[config.mk]
export PLATFORM = sky130hd
export DESIGN_NAME = cipher_chain_unit
export DESIGN_NICKNAME = d
export VERILOG_FILES = /design/src/rtl/cipher_chain_unit.sv
export SDC_FILE = /design/constraint.sdc
export NUM_CORES = 2
export LEC_CHECK = 0
export BUFFER_PORTS_ARGS = -buffer_cell sky130_fd_sc_hd__buf_2
export CAP_MARGIN = 20
export CORE_MARGIN = 2
export CORE_UTILIZATION = 25
export CTS_CLUSTER_SIZE = 20
export DETAILED_ROUTE_END_ITERATION = 6
export GPL_TIMING_DRIVEN = 1
export HOLD_SLACK_MARGIN = 0.06
export PLACE_DENSITY = 0.51
export RECOVER_POWER = 25
export SYNTH_ARGS = -nofsm -noshare
export SYNTH_HDL_FRONTEND = slang
export SYNTH_SLANG_ARGS = --single-unit
[constraint.sdc]
create_clock -name clk -period 4.7 [get_ports clk]
set_input_delay 0.47 -clock clk [delete_from_list [all_inputs] [get_ports clk]]
set_output_delay 0.47 -clock clk [all_outputs]
set_load 0.02 [all_outputs]
[src/rtl/cipher_chain_unit.sv]
module cipher_chain_unit #(
  parameter int BLK_W = 128,
  parameter logic [BLK_W-1:0] RED_POLY = 'h87
) (
  input  logic             clk,
  input  logic             rst_n,
  input  logic             cfg_load,
  input  logic [2:0]       cfg_mode,
  input  logic             cfg_decrypt,
  input  logic [2:0]       cfg_ctr_width,
  input  logic [BLK_W-1:0] cfg_seed,
  output logic             load_err,
  input  logic             in_valid,
  output logic             in_ready,
  input  logic [BLK_W-1:0] in_data,
  output logic             out_valid,
  input  logic             out_ready,
  output logic [BLK_W-1:0] out_data,
  output logic             core_req,
  output logic             core_decrypt,
  output logic [BLK_W-1:0] core_text,
  input  logic             core_done,
  input  logic [BLK_W-1:0] core_result
);

  localparam logic [2:0] M_CBC = 3'd1;
  localparam logic [2:0] M_CFB = 3'd2;
  localparam logic [2:0] M_CTR = 3'd3;
  localparam logic [2:0] M_XTS = 3'd4;
  localparam logic [BLK_W-1:0] ONES = '1;

  typedef enum logic [1:0] {S_IDLE, S_WAIT, S_OUT} state_t;

  state_t           state_q;
  logic [2:0]       mode_q, wsel_q;
  logic             dec_q, req_q, err_q;
  logic [BLK_W-1:0] chain_q, data_q, text_q, out_q;
  logic [BLK_W-1:0] text_nx, out_nx, chain_nx, ctr_mask, tweak_nx;

  function automatic logic [BLK_W-1:0] width_mask(input logic [2:0] s);
    case (s)
      3'd0:    return ONES >> (BLK_W - 16);
      3'd1:    return ONES >> (BLK_W - 32);
      3'd2:    return ONES >> (BLK_W - 64);
      3'd3:    return ONES >> (BLK_W - 96);
      default: return ONES;
    endcase
  endfunction

  assign ctr_mask = width_mask(wsel_q);
  assign tweak_nx = {chain_q[BLK_W-2:0], 1'b0} ^ (chain_q[BLK_W-1] ? RED_POLY : '0);

  assign in_ready     = (state_q == S_IDLE) && !cfg_load;
  assign out_valid    = (state_q == S_OUT);
  assign out_data     = out_q;
  assign core_req     = req_q;
  assign core_text    = text_q;
  assign load_err     = err_q;
  assign core_decrypt = dec_q && (mode_q != M_CFB) && (mode_q != M_CTR);

  always_comb begin
    case (mode_q)
      M_CBC:        text_nx = dec_q ? in_data : (in_data ^ chain_q);
      M_CFB, M_CTR: text_nx = chain_q;
      M_XTS:        text_nx = in_data ^ chain_q;
      default:      text_nx = in_data;
    endcase
  end

  always_comb begin
    out_nx   = core_result;
    chain_nx = chain_q;
    case (mode_q)
      M_CBC: begin
        out_nx   = dec_q ? (core_result ^ chain_q) : core_result;
        chain_nx = dec_q ? data_q : core_result;
      end
      M_CFB: begin
        out_nx   = core_result ^ data_q;
        chain_nx = dec_q ? data_q : (core_result ^ data_q);
      end
      M_CTR: begin
        out_nx   = core_result ^ data_q;
        chain_nx = (chain_q & ~ctr_mask) | ((chain_q + 1'b1) & ctr_mask);
      end
      M_XTS: begin
        out_nx   = core_result ^ chain_q;
        chain_nx = tweak_nx;
      end
      default: ;
    endcase
  end

  always_ff @(posedge clk) begin
    if (!rst_n) begin
      state_q <= S_IDLE;
      mode_q  <= '0;
      wsel_q  <= '0;
      dec_q   <= 1'b0;
      req_q   <= 1'b0;
      err_q   <= 1'b0;
      chain_q <= '0;
      data_q  <= '0;
      text_q  <= '0;
      out_q   <= '0;
    end else begin
      req_q <= 1'b0;
      err_q <= cfg_load && (state_q != S_IDLE);
      if (cfg_load && state_q == S_IDLE) begin
        mode_q  <= cfg_mode;
        dec_q   <= cfg_decrypt;
        wsel_q  <= cfg_ctr_width;
        chain_q <= cfg_seed;
      end
      case (state_q)
        S_IDLE: if (in_valid && in_ready) begin
          data_q  <= in_data;
          text_q  <= text_nx;
          req_q   <= 1'b1;
          state_q <= S_WAIT;
        end
        S_WAIT: if (core_done) begin
          out_q   <= out_nx;
          chain_q <= chain_nx;
          state_q <= S_OUT;
        end
        default: if (out_ready) state_q <= S_IDLE;
      endcase
    end
  end


  req_pulse_chk: assert property (@(posedge clk) disable iff (!rst_n)
    core_req |=> !core_req);


  req_follows_accept_chk: assert property (@(posedge clk) disable iff (!rst_n)
    (in_valid && in_ready) |=> core_req);


  out_hold_chk: assert property (@(posedge clk) disable iff (!rst_n)
    (out_valid && !out_ready) |=> (out_valid && $stable(out_data)));


  no_accept_while_out_chk: assert property (@(posedge clk) disable iff (!rst_n)
    out_valid |-> !in_ready);


  busy_load_ignored_chk: assert property (@(posedge clk) disable iff (!rst_n)
    (cfg_load && state_q != S_IDLE) |=> (load_err && $stable(mode_q) && $stable(dec_q) && $stable(wsel_q)));


  load_err_cause_chk: assert property (@(posedge clk) disable iff (!rst_n)
    load_err |-> !$past(in_ready));


  ctr_upper_chk: assert property (@(posedge clk) disable iff (!rst_n)
    (state_q == S_WAIT && core_done && mode_q == M_CTR && !cfg_load)
      |=> ((chain_q & ~ctr_mask) == ($past(chain_q) & ~ctr_mask)));

  // input assumption: the core answers only while a block waits
  done_in_wait_chk: assert property (@(posedge clk) disable iff (!rst_n)
    core_done |-> (state_q == S_WAIT && !core_req));

endmodule

* Word-level counts from Yosys, hierarchy flattened *
Cells that the tools add are included.

operators by class
  bitwise gates (word level) = 8
  add/sub/neg operators = 1
  equal/unequal tests = 14
  muxes and demuxes = 17
  reduce and logical (&&, ||, !) cells = 16

operator list
  operator                                                count
  one-hot mux 128 bit (4 select lines)                    2
  two-way mux 128 bit                                     7
  one-hot mux 128 bit (3 select lines)                    2
  bitwise XOR 128 bit                                     3
  bitwise AND 128 bit                                     2
  adder 128 x 1 -> 128 bit (second input constant)        1
  inverter 128 bit                                        1
  OR 128 bit                                              1
  bitwise XOR 128 x 8 -> 128 bit                          1
  equality test 3 x 2 -> 1 bit (second input constant)    4
  two-way mux 8 bit                                       1
  equality test 3 x 1 -> 1 bit (second input constant)    2
  logical AND 1 bit                                       6
  two-way mux 2 bit                                       3
  inequality test 3 x 2 -> 1 bit (second input constant)  2
  inequality test 6 x 2 -> 1 bit (second input constant)  1
  AND reduction 2 bit                                     3
  one-hot mux 2 bit (2 select lines)                      1
  equality test 3 bit (second input constant)             1
  logical NOT 3 bit                                       1
  AND reduction 3 bit                                     1
  nonzero test 3 bit                                      1
  equality test 2 x 1 -> 1 bit (second input constant)    1
  equality test 2 bit (second input constant)             1
  other kinds (7)                                         7

storage, ports and cells
  input port bits = 397
  flip-flop bits (word level) = 523
  word-level logic and storage cells = 66
  output and inout bits = 261

* Depth between registers and ports, before layout *
  word-level depth = 8
  depth in mapped cells = 11
  gate-level depth less buffers = 8

* Worst setup path after synthesis *
No wires, ideal clock.

  kind = register -> register
  start point = reg chain_q[38]
  end point = reg chain_q[127]
  path buffers = 1
  data arrival time = 2.236 ns
  setup time = 0.119 ns
  data required time = 4.581 ns
  period minus slack after synthesis = 2.355 ns
  cell stages (with the launch flop) = 9
  setup slack = 2.345 ns
  path through = dfxtp_1 > buf_4 > nand4_2 > or3_4 > or4_4 > nor3_2 > nand3_1 > o21a_1 > o221a_2

on the way
  cells in the longest elaborated chain, start to end = 6

ends and longest elaborated chain
  item                                  RTL line  RTL
  from (decl)                           37        logic [BLK_W-1:0] chain_q, data_q, text_q, out_q;
  from (signal assigned)                113       chain_q <= cfg_seed;
  from (signal assigned)                124       chain_q <= chain_nx;
  adder 128 x 1 -> 128 bit              84        chain_nx = (chain_q & ~ctr_mask) | ((chain_q + 1'b1) & ctr_mask);
  bitwise AND 128 bit                   84
  OR 128 bit                            84
  one-hot mux 128 bit (4 select lines)  73        case (mode_q)
  two-way mux 128 bit                   122       S_WAIT: if (core_done) begin
  two-way mux 128 bit                   115       case (state_q)

No other way between the ends.
A chain may end at the register's enable or synchronous reset.

* Final worst setup path *
  start point = reg chain_q[0]
  end point = reg chain_q[118]

Same word-level chain as after synthesis.

==> summary by stage <==
Worst hold path
The worst hold path begins at cfg_load. The tightest min-delay check is of the input port to register type.

Setup path
Traced cell by cell, the critical path runs through ha_1 > and2_1 > and4_1 > nand4_1 > buf_4 > nor4_1 > a21oi_1 > o221ai_1 > nor2_1. Following the worst setup path forward leads to its endpoint at chain_q[118]. The cell type of the slowest stage on the worst timing path is sky130_fd_sc_hd__nor4_1. By startpoint and endpoint, the worst setup path is classified as register to register.

The critical path launch point type is a register. The startpoint of the most critical setup path is chain_q[0]. The number of buffers and inverters on the critical path is 1.

STA puts the critical path data required time at 5280 ps. The endpoint type of the worst setup path is a register. The worst register-to-register path ends at chain_q[118]. For the worst flop-to-flop path, the logic depth is 9. The critical-path maximum fanout is 10. Setup slack on the worst reg-to-reg path comes out at 1110 ps.

The path length in cells of the critical path is 9. The critical path data arrival time is 4170 ps. In this run the critical register-to-register path is launched from chain_q[0]. For this run, the slowest stage of the critical path takes 980 ps. The cell family contributing the most delay on the critical path is simple AND/OR/NAND/NOR gates.

Placement
Buffers placed on the I/O ports in this run total 657. The placed instance count is 6,736. The standard cell area after detailed placement is 38,100 um2. At the end of routability-driven placement, the weighted congestion stood at 0.880. After legalization and detailed placement, the total HPWL measured 136,000 um.

Route
Before antenna repair, the detailed router went through 5 iterations. The routed length per placed instance is 27.8 um. In the final routing, the length of wire on met1 measures 78,400 um. After detailed routing, the number of vias per cell comes to 5.79. For this run, design rule violations remaining after detail routing come to 0. The routed layout has 40,700 vias. The detailed router used layers up to and including met5.

The count of nets left with antenna violations once routing finished came out at 0. After detailed routing, the total wire length is 195,000 um. The detailed router finished its first iteration with 4,487 violations. The met3 routed wirelength is 18,000 um. Detailed routing placed a total of 88,400 um of wire on met2.

Yosys
The post-synthesis sequential area ratio is 0.312. The post-synthesis sequential element count is 523. The proportion of register bits with asynchronous set or reset after synthesis is 0.

The most used flip-flop cell after synthesis is sky130_fd_sc_hd__dfxtp_1. Yosys mapped a number of flops with a built-in enable equal to 0. Synthesis handed over a netlist of 4,755 instances. The count of warnings emitted by yosys is 0.

Each instance of the synthesized netlist takes up on average 7.05 um2. The post-synth design cell area is 33,500 um2. The number of nets handed over by synthesis was 5,153. The unique cell type count in the Yosys netlist is 80.

GRT
The via count of the first global-routing pass is 37,800. The wire length of the first global-routing pass is 275,000 um. The initial antenna violation count is 81. Across every metal layer, demand over resource in global routing totals 0.272. The final global-route overflow total is 0. Entering global routing, the biggest net connects 126 pins.

STA
The highest attainable clock frequency is 279 MHz. Dividing the final minimum period by the clock period gives 0.764. The final max-slew violation count came to 43. Setup violations remaining at the end of the flow were counted as 0. The final critical delay including setup and external delays is 3590 ps. Clock skew on the completed layout was measured at 24.5 ps.

The slew of the pin with the lowest slew margin is 2520 ps. The sum of negative setup slack is 0 ps. Setup repair after global routing left no endpoint under its margin. The final hold violation count is 0. The worst slew slack as a fraction of its limit is -0.677.

Final layout
The finished layout holds 7,029 standard cells, fillers aside. After routing the design area is 41,800 um2. After filler insertion, the fill cell instance count of the layout stands at 14,700.

Of the cells placed in the final design, the portion with a size suffix greater than 1 is 0.142. The net count of the finished layout is 5,587. The synthesis-to-layout area growth is 24.6%.

Pwr
For this design the static power due to leakage is 14.5 nW. The worst vdd rail ir drop is 0.226 mV. The power density over the cells is 341 nW/um2. The completed layout was analyzed and its total power is 14.2 mW.

Clock network
The maximum number of buffers from clock root to sink is 3. Clock-pin slew was measured on the worst setup and hold paths at 60 ps. At the later pin of the worst-skew pair, clock insertion delay measures 690 ps. The deepest level of the CTS H-tree is 3. The number of buffers inserted during clock tree synthesis is 70. The clock drives 523 sinks. The number of setup buffers added after CTS is 0. TritonCTS built the clock tree. The clock root buffer is sky130_fd_sc_hd__clkbuf_16.

Die
The area of the die is 137,000 um2. The die outline width is 370 um. For this configuration, the core starts out at a cell density of 0.251. The I/O pin count is 658.

From bottom edge to top edge, the die measures 370 um. The initialized floorplan defines 134 standard-cell rows. The floorplan step defined a core boundary enclosing 133,000 um2.

Status
The checks that failed: capacitance limit, slew limit. The run finished, with violations left.

Job
The tool flagged a number of max-cap violations equal to 1.
through the flow:
step / setup WS (ps) / hold slack (ps) / utilization
detailed placement: 1270 / 480 / 0.286
global placement: 1300 / 473 / 0.285
finish: 1110 / 105 / 0.313
CTS: 1250 / 66.0 / 0.315
global route: 921 / 99.8 / 0.313
floorplan: 2350 / 459 / -
metal layers:
metal  vias to the layer above  track usage
li1                      18300            -
met1                     19800        0.341
met2                      2012        0.429
met3                       470       0.0706
met4                        88        0.137
met5                         -            0
worst reg2reg max path, cell delays in order, from the launching register on:
cell                       delay, ps
sky130_fd_sc_hd__dfxtp_1         710
sky130_fd_sc_hd__ha_1            370
sky130_fd_sc_hd__and2_1          210
sky130_fd_sc_hd__and4_1          390
sky130_fd_sc_hd__nand4_1         130
sky130_fd_sc_hd__buf_4           210
sky130_fd_sc_hd__nor4_1          980
sky130_fd_sc_hd__a21oi_1         210
sky130_fd_sc_hd__o221ai_1        200
sky130_fd_sc_hd__nor2_1           70
area by class of cell:
| cell class | instances | area [um2] | share of cell area |
|---|---|---|---|
| inverter | 26 | 110 | 0.00264 |
| clock buffer | 100 | 2100 | 0.0503 |
| multi-input combinational | 3656 | 20900 | 0.502 |
| clock inverter | 16 | 234 | 0.00560 |
| timing repair buffer | 912 | 5600 | 0.134 |
| tap | 1768 | 2210 | 0.0530 |
| sequential | 523 | 10500 | 0.251 |
| antenna | 28 | 70.1 | 0.00168 |
logic make-up after synthesis:
family / Yosys count / synth area share
flops: 523 / 0.312
buf+inv: 576 / 0.0691
xor+xnor: 240 / 0.0627
compound gates: 1784 / 0.331
fa+ha+maj: 1 / 0.000373
mux: 8 / 0.00254
simple gates: 1623 / 0.222
cell usage in the layout, fill, tap and decap left out, types with 14 or more instances in the layout:
cell	netlist	layout
sky130_fd_sc_hd__a211oi_1	165	165
sky130_fd_sc_hd__o31ai_1	20	20
sky130_fd_sc_hd__o21a_1	19	19
sky130_fd_sc_hd__o2111ai_1	14	14
sky130_fd_sc_hd__o32ai_1	14	14
sky130_fd_sc_hd__a221o_1	16	16
sky130_fd_sc_hd__dfxtp_1	523	520
sky130_fd_sc_hd__clkbuf_8	0	16
sky130_fd_sc_hd__a21o_1	16	16
sky130_fd_sc_hd__xnor2_1	92	92
sky130_fd_sc_hd__o211ai_1	19	19
sky130_fd_sc_hd__and3_1	41	41
sky130_fd_sc_hd__nand4_1	69	69
sky130_fd_sc_hd__xor2_1	148	147
sky130_fd_sc_hd__o21ai_0	484	484
sky130_fd_sc_hd__dlygate4sd3_1	0	149
sky130_fd_sc_hd__a211o_1	15	15
sky130_fd_sc_hd__buf_2	77	461
sky130_fd_sc_hd__nand3_1	154	153
sky130_fd_sc_hd__o311ai_0	16	16
sky130_fd_sc_hd__o22ai_1	171	171
sky130_fd_sc_hd__a221oi_1	32	32
sky130_fd_sc_hd__clkbuf_16	0	74
sky130_fd_sc_hd__nor4_1	33	31
sky130_fd_sc_hd__buf_12	0	18
sky130_fd_sc_hd__nor3_1	104	103
sky130_fd_sc_hd__nand2_1	619	613
sky130_fd_sc_hd__diode_2	0	28
sky130_fd_sc_hd__and4_1	28	28
sky130_fd_sc_hd__nor2_1	431	419
sky130_fd_sc_hd__or3_1	14	14
sky130_fd_sc_hd__buf_4	13	85
sky130_fd_sc_hd__nor2b_1	55	54
sky130_fd_sc_hd__clkbuf_1	412	207
sky130_fd_sc_hd__a21oi_1	505	505
sky130_fd_sc_hd__a31oi_1	50	50
sky130_fd_sc_hd__o221ai_1	130	130
sky130_fd_sc_hd__inv_1	26	24
sequential cells by signal, indices dropped and copies added, names as in the netlist:
name and count:
chain_q 128, core_req 1, core_text 128, data_q 128, dec_q 1, load_err 1, mode_q 3, out_data 128
state_q 2, wsel_q 3
worst min-delay path by stage:
stage                             end  slack (ps)  cells after the start
after global routing         load_err         100                      2
final                        load_err         110                      2
after detailed placement   data_q[92]         480                      2
after floorplan            data_q[39]         460                      2
after CTS                 chain_q[16]          70                      3
after global placement     data_q[29]         470                      2
where the power goes:
group | total, mW | internal [mW] | switching (mW)
sequential | 5.22 | 4.73 | 0.491
combinational | 3.27 | 1.13 | 2.15
clock | 5.72 | 3.41 | 2.31
repair_timing:
action                                 CTS  global route
resized for setup                        0             0
hold buffers                           149             0
endpoints found under the hold margin  152             0
cells in the mapped netlist, drive strengths merged (10+ instances only):
cell,instances,area share
o32ai,14,0.0037
nor4,38,0.0083
o221ai,130,0.034
a221oi,32,0.0084
dfxtp,523,0.31
nor3,106,0.016
and2,13,0.0024
xnor2,92,0.024
nand2,619,0.069
a21oi,505,0.075
a211o,15,0.0039
nand2b,11,0.0021
o21a,19,0.0043
a311oi,11,0.0029
clkbuf,420,0.047
o22ai,171,0.032
nand4,72,0.014
o31ai,20,0.0045
and4,28,0.0073
a221o,16,0.0048
o311ai,16,0.0042
buf,130,0.019
inv,26,0.0029
nand3,154,0.023
nor2b,55,0.010
xor2,148,0.039
a41oi,11,0.0029
o211ai,19,0.0043
nor2,431,0.048
or3,15,0.0029
a21o,16,0.0036
a31oi,50,0.0093
a32oi,10,0.0026
o21ai,487,0.073
o2111ai,14,0.0037
and3,41,0.0077
a211oi,165,0.037
Power figures use the tool's default switching activity.
